===== src/rtl/bstep_pkg.sv =====
package bstep_pkg;

    // Burst kind codes as carried on the request port.
    typedef enum logic [1:0] {
        BK_HELD   = 2'd0,
        BK_LINEAR = 2'd1,
        BK_WRAP   = 2'd2,
        BK_SPARE  = 2'd3
    } burst_kind_e;

    // Internal stepping behaviour after legality resolution.
    typedef enum logic [1:0] {
        STEP_HOLD   = 2'd0,
        STEP_LINEAR = 2'd1,
        STEP_WINDOW = 2'd2
    } step_mode_e;

    // Width of the size code: eight power-of-two beat widths.
    localparam int SIZE_W = 3;

    // Map the request kind to a stepping behaviour.
    // A wrapping request with an unsupported beat count falls back to linear.
    function automatic step_mode_e resolve_mode(input burst_kind_e kind, input logic wrap_ok);
        step_mode_e m;
        case (kind)
            BK_HELD:   m = STEP_HOLD;
            BK_WRAP:   m = wrap_ok ? STEP_WINDOW : STEP_LINEAR;
            default:   m = STEP_LINEAR;
        endcase
        return m;
    endfunction

endpackage


===== src/rtl/bstep_decode.sv =====
module bstep_decode
    import bstep_pkg::*;
#(
    parameter int ADDR_W = 32,
    parameter int LEN_W  = 8
) (
    input  logic [ADDR_W-1:0] addr,
    input  logic [LEN_W-1:0]  len,
    input  logic [SIZE_W-1:0] size,
    input  logic [1:0]        kind,
    output step_mode_e        mode,
    output logic [ADDR_W-1:0] step_mask,
    output logic [ADDR_W-1:0] win_mask,
    output logic [ADDR_W-1:0] win_base
);
    localparam logic [ADDR_W-1:0] ONE = ADDR_W'(1);

    logic              wrap_ok;
    logic [ADDR_W-1:0] beats;

    // Beat counts allowed for a wrapping burst: 2, 4, 8, 16.
    always_comb begin
        wrap_ok = (len == LEN_W'(1)) || (len == LEN_W'(3)) ||
                  (len == LEN_W'(7)) || (len == LEN_W'(15));
        mode    = resolve_mode(burst_kind_e'(kind), wrap_ok);
    end

    always_comb begin
        beats     = ADDR_W'(len) + ONE;
        step_mask = (ONE << size) - ONE;
        win_mask  = (mode == STEP_WINDOW) ? ((beats << size) - ONE) : '0;
        win_base  = addr & ~win_mask;
    end

endmodule


===== src/rtl/bstep_next.sv =====
module bstep_next
    import bstep_pkg::*;
#(
    parameter int ADDR_W = 32
) (
    input  logic              chk_en,
    input  logic [ADDR_W-1:0] cur,
    input  step_mode_e        mode,
    input  logic [ADDR_W-1:0] step_mask,
    input  logic [ADDR_W-1:0] win_mask,
    input  logic [ADDR_W-1:0] win_base,
    output logic [ADDR_W-1:0] nxt
);
    logic [ADDR_W-1:0] aligned;
    logic [ADDR_W-1:0] advanced;
    logic              left_window;

    always_comb begin
        aligned     = cur & ~step_mask;
        advanced    = aligned + step_mask + ADDR_W'(1);
        left_window = (advanced & ~win_mask) != win_base;
        case (mode)
            STEP_HOLD:   nxt = cur;
            STEP_WINDOW: nxt = left_window ? win_base : advanced;
            default:     nxt = advanced;
        endcase
    end

    // a wrapping burst never steps outside its window.
    always_comb begin
        if (chk_en && mode == STEP_WINDOW) begin
            p_in_window_r7: assert ((nxt & ~win_mask) == win_base)
                else $error("wrap step left its window");
        end
    end

endmodule


===== src/rtl/bstep_beat_cnt.sv =====
module bstep_beat_cnt #(
    parameter int LEN_W = 8
) (
    input  logic             clk,
    input  logic             rst,
    input  logic             load,
    input  logic [LEN_W-1:0] load_len,
    input  logic             advance,
    output logic             at_last
);
    logic [LEN_W-1:0] remain;

    always_ff @(posedge clk) begin
        if (rst) begin
            remain <= '0;
        end else if (load) begin
            remain <= load_len;
        end else if (advance && remain != '0) begin
            remain <= remain - LEN_W'(1);
        end
    end

    assign at_last = (remain == '0);

    // a fresh load of a multi-beat burst does not flag last at once.
    p_load_not_last_r3: assert property (@(posedge clk) disable iff (rst)
        (load && load_len != '0) |=> !at_last);

endmodule


===== src/rtl/burst_addr_stepper.sv =====
module burst_addr_stepper
    import bstep_pkg::*;
#(
    parameter int ADDR_W = 32,
    parameter int LEN_W  = 8
) (
    input  logic              clk,
    input  logic              rst,
    input  logic              req_valid,
    output logic              req_ready,
    input  logic [ADDR_W-1:0] req_addr,
    input  logic [LEN_W-1:0]  req_len,
    input  logic [2:0]        req_size,
    input  logic [1:0]        req_kind,
    output logic              beat_valid,
    input  logic              beat_ready,
    output logic [ADDR_W-1:0] beat_addr,
    output logic              beat_last
);
    typedef struct packed {
        logic              busy;
        step_mode_e        mode;
        logic [ADDR_W-1:0] cur;
        logic [ADDR_W-1:0] step_mask;
        logic [ADDR_W-1:0] win_mask;
        logic [ADDR_W-1:0] win_base;
    } walk_state_t;

    walk_state_t       st;
    step_mode_e        dec_mode;
    logic [ADDR_W-1:0] dec_step_mask;
    logic [ADDR_W-1:0] dec_win_mask;
    logic [ADDR_W-1:0] dec_win_base;
    logic [ADDR_W-1:0] nxt_addr;
    logic              accept;
    logic              handoff;
    logic              cnt_last;

    assign req_ready  = !st.busy;
    assign accept     = req_valid && req_ready;
    assign beat_valid = st.busy;
    assign beat_addr  = st.cur;
    assign beat_last  = st.busy && cnt_last;
    assign handoff    = beat_valid && beat_ready;

    bstep_decode #(.ADDR_W(ADDR_W), .LEN_W(LEN_W)) u_decode (
        .addr      (req_addr),
        .len       (req_len),
        .size      (req_size),
        .kind      (req_kind),
        .mode      (dec_mode),
        .step_mask (dec_step_mask),
        .win_mask  (dec_win_mask),
        .win_base  (dec_win_base)
    );

    bstep_next #(.ADDR_W(ADDR_W)) u_next (
        .chk_en    (st.busy),
        .cur       (st.cur),
        .mode      (st.mode),
        .step_mask (st.step_mask),
        .win_mask  (st.win_mask),
        .win_base  (st.win_base),
        .nxt       (nxt_addr)
    );

    bstep_beat_cnt #(.LEN_W(LEN_W)) u_cnt (
        .clk      (clk),
        .rst      (rst),
        .load     (accept),
        .load_len (req_len),
        .advance  (handoff),
        .at_last  (cnt_last)
    );

    always_ff @(posedge clk) begin
        if (rst) begin
            st <= '{busy: 1'b0, mode: STEP_HOLD, cur: '0,
                    step_mask: '0, win_mask: '0, win_base: '0};
        end else if (accept) begin
            st <= '{busy: 1'b1, mode: dec_mode, cur: req_addr,
                    step_mask: dec_step_mask, win_mask: dec_win_mask,
                    win_base: dec_win_base};
        end else if (handoff) begin
            if (cnt_last) begin
                st.busy <= 1'b0;
            end else begin
                st.cur <= nxt_addr;
            end
        end
    end

    // an accepted request shows its start address on the next cycle.
    p_first_beat_r2: assert property (@(posedge clk) disable iff (rst)
        accept |=> (beat_valid && beat_addr == $past(req_addr)));

    // the final handoff ends the burst and reopens the request port.
    p_last_ends_r3: assert property (@(posedge clk) disable iff (rst)
        (handoff && beat_last) |=> (!beat_valid && req_ready));

    // a held burst repeats its address.
    p_held_stable_r5: assert property (@(posedge clk) disable iff (rst)
        (handoff && !beat_last && st.mode == STEP_HOLD) |=> $stable(beat_addr));

    // after a step, a linear or wrapping address is aligned to the beat width.
    p_step_aligned_r6: assert property (@(posedge clk) disable iff (rst)
        (handoff && !beat_last && st.mode != STEP_HOLD) |=> ((beat_addr & st.step_mask) == '0));

    // a stalled beat keeps its address and last flag.
    p_stall_hold_r9: assert property (@(posedge clk) disable iff (rst)
        (beat_valid && !beat_ready) |=> (beat_valid && $stable(beat_addr) && $stable(beat_last)));

endmodule


===== config.mk =====
export PLATFORM = sky130hd
export DESIGN_NAME = burst_addr_stepper
export DESIGN_NICKNAME = d
export VERILOG_FILES = /design/src/rtl/bstep_pkg.sv /design/src/rtl/bstep_decode.sv /design/src/rtl/bstep_next.sv /design/src/rtl/bstep_beat_cnt.sv /design/src/rtl/burst_addr_stepper.sv
export SDC_FILE = /design/constraint.sdc
export NUM_CORES = 1
export LEC_CHECK = 0
export BUFFER_PORTS_ARGS = -buffer_cell sky130_fd_sc_hd__buf_2
export CAP_MARGIN = 20
export CELL_PAD_IN_SITES_DETAIL_PLACEMENT = 0
export CELL_PAD_IN_SITES_GLOBAL_PLACEMENT = 1
export CORE_MARGIN = 5
export CORE_UTILIZATION = 41
export CTS_BUF_LIST = sky130_fd_sc_hd__clkbuf_2 sky130_fd_sc_hd__clkbuf_4 sky130_fd_sc_hd__clkbuf_8
export CTS_CLUSTER_DIAMETER = 30
export DETAILED_ROUTE_END_ITERATION = 16
export GPL_ROUTABILITY_DRIVEN = 0
export GPL_TIMING_DRIVEN = 1
export PLACE_DENSITY_LB_ADDON = 0.15
export SLEW_MARGIN = 20
export SYNTH_ARGS = -nofsm -noshare
export SYNTH_HDL_FRONTEND = slang
export SYNTH_SLANG_ARGS = --single-unit

===== constraint.sdc =====
create_clock -name clk -period 3.7 [get_ports clk]
set_clock_uncertainty 0.05 [all_clocks]
set_input_delay 0.555 -clock clk [delete_from_list [all_inputs] [get_ports clk]]
set_output_delay 0.555 -clock clk [all_outputs]
set_load 0.1 [all_outputs]

==> metrics.txt <==
status=finished, final reports clean; synth top area cells=dfxtp_1 (32%), a21oi_1 (5.8%), nor2_1 (4.6%); CTS H-tree depth=4; Final TNS setup=0 ns; cell with the most instances after synthesis=dfxtp_1; number of DRC markers in iteration 0=between 700 and 800; first-pass GRT wire length=43000 um; Clock transition at path regs=0.08 ns; asr flop ratio synth=0%; Longest Clk Path Bufs=2; post-CTS setup buffer count=0; Yosys warnings=0; RR Startpoint=beat_addr[4]; Pwr Total=3.77 mW; top cells by count, synth=dfxtp_1 (121), nor2_1 (93), a21oi_1 (88), nand2_1 (88), o21ai_0 (61); dpl hpwl=20800 um; Filler cells=1813; area fraction of the dominant cell type after synthesis=32.1%; vias in the first global route=7462; Worst EP required=4.01 ns; Yosys cell types=75; mapped cell area=7550 um2; Via density=5.94; Setup CP Type=reg2reg; total track usage=25.4%; nets@finish=1148; WP data arrival=3.84 ns; layout cells sized above 1=24.5%; Synth Register Bits=121; Hold Startpoint=req_addr[11]; Post-synth EDFFs=0; RSZ-0062 raised after global routing=false; Final Max Tran Viols=0; # setup viols final=0; CTS Root Buffer Type=clkbuf_8; PD cells=412 nW/um2; WL/cell=around 21 um; buffers added on ports=a little over 80; Synth Flop Type=dfxtp_1; fin crit share=95.6%; Vias=approximately 7.9k; post-route ant nets=0; f_max=283 MHz; WL final=27800 um; min cycle time layout=3.54 ns; Starting Density=41.9%; post-synthesis sequential area ratio=32.1%; Setup crit start=beat_addr[4]; Ant. Diodes=0; core footprint=18000 um2; CTS buffer count=17; Area Overhead vs Synth=21.2%; hold_buf cts=0; crit-path max FO=6; DRC=0; chip width=146 um; die area=21200 um2; Remaining Overflow, GRT=0; Slew @ Worst Pin=0.979 ns; Max Cap Viol=0; leakage power=3.71 nW; Pre-Repair DR Iteration Count=7; largest net degree at the start of global routing=44; Cell Rows=49; worst hold path class=in2reg; crit end category=flip-flop; synthesized instance count=976; synthesized area per cell=a little under 8 um2; Worst-Skew Late Latency=0.46 ns; initial antenna violation count=0; Max-slew headroom=34.6%; io pins=84; worst vdd ir=0.268 mV; Critical Path Source Type=flip-flop; CTS tree=yes; Synth area leader=dfxtp_1; Final Hold Vio Count=0; Syn Nets=1034; chip height=146 um; Sink Count=121
==> layout make-up <==
type                    count  area, um2  share of cell area (%)
clock buffers              19        255                    2.79
clock inverters            12        151                    1.66
inverters                  14       52.6                   0.575
multi-input cells         748       4750                    52.0
flip-flops and latches    121       2430                    26.5
well taps                 229        287                    3.13
repair buffers            188       1220                    13.3
==> repair_timing <==
action / 4_1_cts / 5_1_grt
pin swaps: 1 / 13
setup endpoints to repair: 31 / 32
hold endpoints to repair: 0 / 0
gates resized for setup: 6 / 25
==> cells in the final DEF, fill, tap and decap left out, types with 12 or more instances in the layout <==
| cell type | Yosys | routed |
|---|---|---|
| nand3_1 | 34 | 34 |
| dfxtp_1 | 121 | 117 |
| o21ai_0 | 61 | 59 |
| a21oi_1 | 88 | 88 |
| nand4_1 | 17 | 17 |
| buf_2 | 5 | 83 |
| a32oi_1 | 13 | 13 |
| a21o_1 | 12 | 12 |
| nand2_1 | 88 | 87 |
| a22o_1 | 13 | 13 |
| mux2i_1 | 18 | 18 |
| nor2_1 | 93 | 89 |
| xor2_1 | 23 | 23 |
| clkbuf_8 | 0 | 18 |
| o22ai_1 | 15 | 15 |
| xnor2_1 | 21 | 21 |
| nor4_1 | 21 | 14 |
| buf_4 | 32 | 103 |
| nor3_1 | 36 | 33 |
==> cell families (layout without fill, tap and decap cells) <==
kind of cell,after synthesis,after routing,share of synthesized area [%]
adder cells (fa/ha/maj),9,9,1.49
XOR/XNOR,44,44,5.11
AND/OR/NAND/NOR,371,371,24.8
multiplexers,20,20,2.84
flip-flops,121,121,32.1
buffers and inverters,107,233,7.20
AO/OA/AOI/OAI,304,304,26.4
==> worst max-delay path: stages, from the launching register on <==
cell and delay, ns:
dfxtp_1 0.35, o22ai_2 0.09, or4_4 0.58, or4_4 0.43, or4_1 0.43, a32o_1 0.32
nor4_2 0.12, and3_1 0.20, and4_4 0.24, nor2_4 0.07, buf_4 0.17, mux2i_1 0.11
a211oi_1 0.28
==> worst paths after layout <==
| kind | cells after the start | end | slack, ns |
|---|---|---|---|
| min reg2reg | 2 | st[50] | 0.40 |
| max reg2reg | 12 | beat_addr[4] | 0.16 |
| min | 3 | beat_addr[11] | 0.26 |
| max | 12 | beat_addr[4] | 0.16 |
==> state kept, by name, indices dropped and copies added, names as in the netlist <==
signal	count
u_cnt.remain	8
beat_addr	32
st	80
beat_valid	1
==> where the power goes <==
group	total [mW]	switching, mW	internal, mW	leakage [nW]
Sequential	1.45	0.0757	1.38	0.991
Combinational	1.06	0.707	0.352	2.51
Clock	1.26	0.576	0.685	0.205
Total	3.77	1.36	2.41	3.71
==> metal layers <==
| metal | part of all wire (%) | global-route usage (%) | wire [um] |
|---|---|---|---|
| met5 | 0 | 0 | 0 |
| met4 | 1.1 | 5.55 | 306 |
| met3 | 6.4 | 5.39 | 1770 |
| met2 | 46 | 40.3 | 12700 |
| met1 | 47 | 35.7 | 13000 |
==> through the flow <==
stage | std cells | util, % | area (um2) | hold WS (ns) | setup WS [ns]
finish | 1331 | 50.7 | 9150 | 0.262 | 0.164
floorplan | 976 | - | 7550 | 0.373 | -0.0246
global placement | 1300 | 47.7 | 8600 | 0.385 | -0.149
CTS | 1331 | 50.1 | 9030 | 0.250 | 0.00957
detailed placement | 1300 | 47.7 | 8600 | 0.393 | -0.121
global route | 1331 | 50.7 | 9150 | 0.252 | 0.00921
Power figures use the tool's default switching activity.
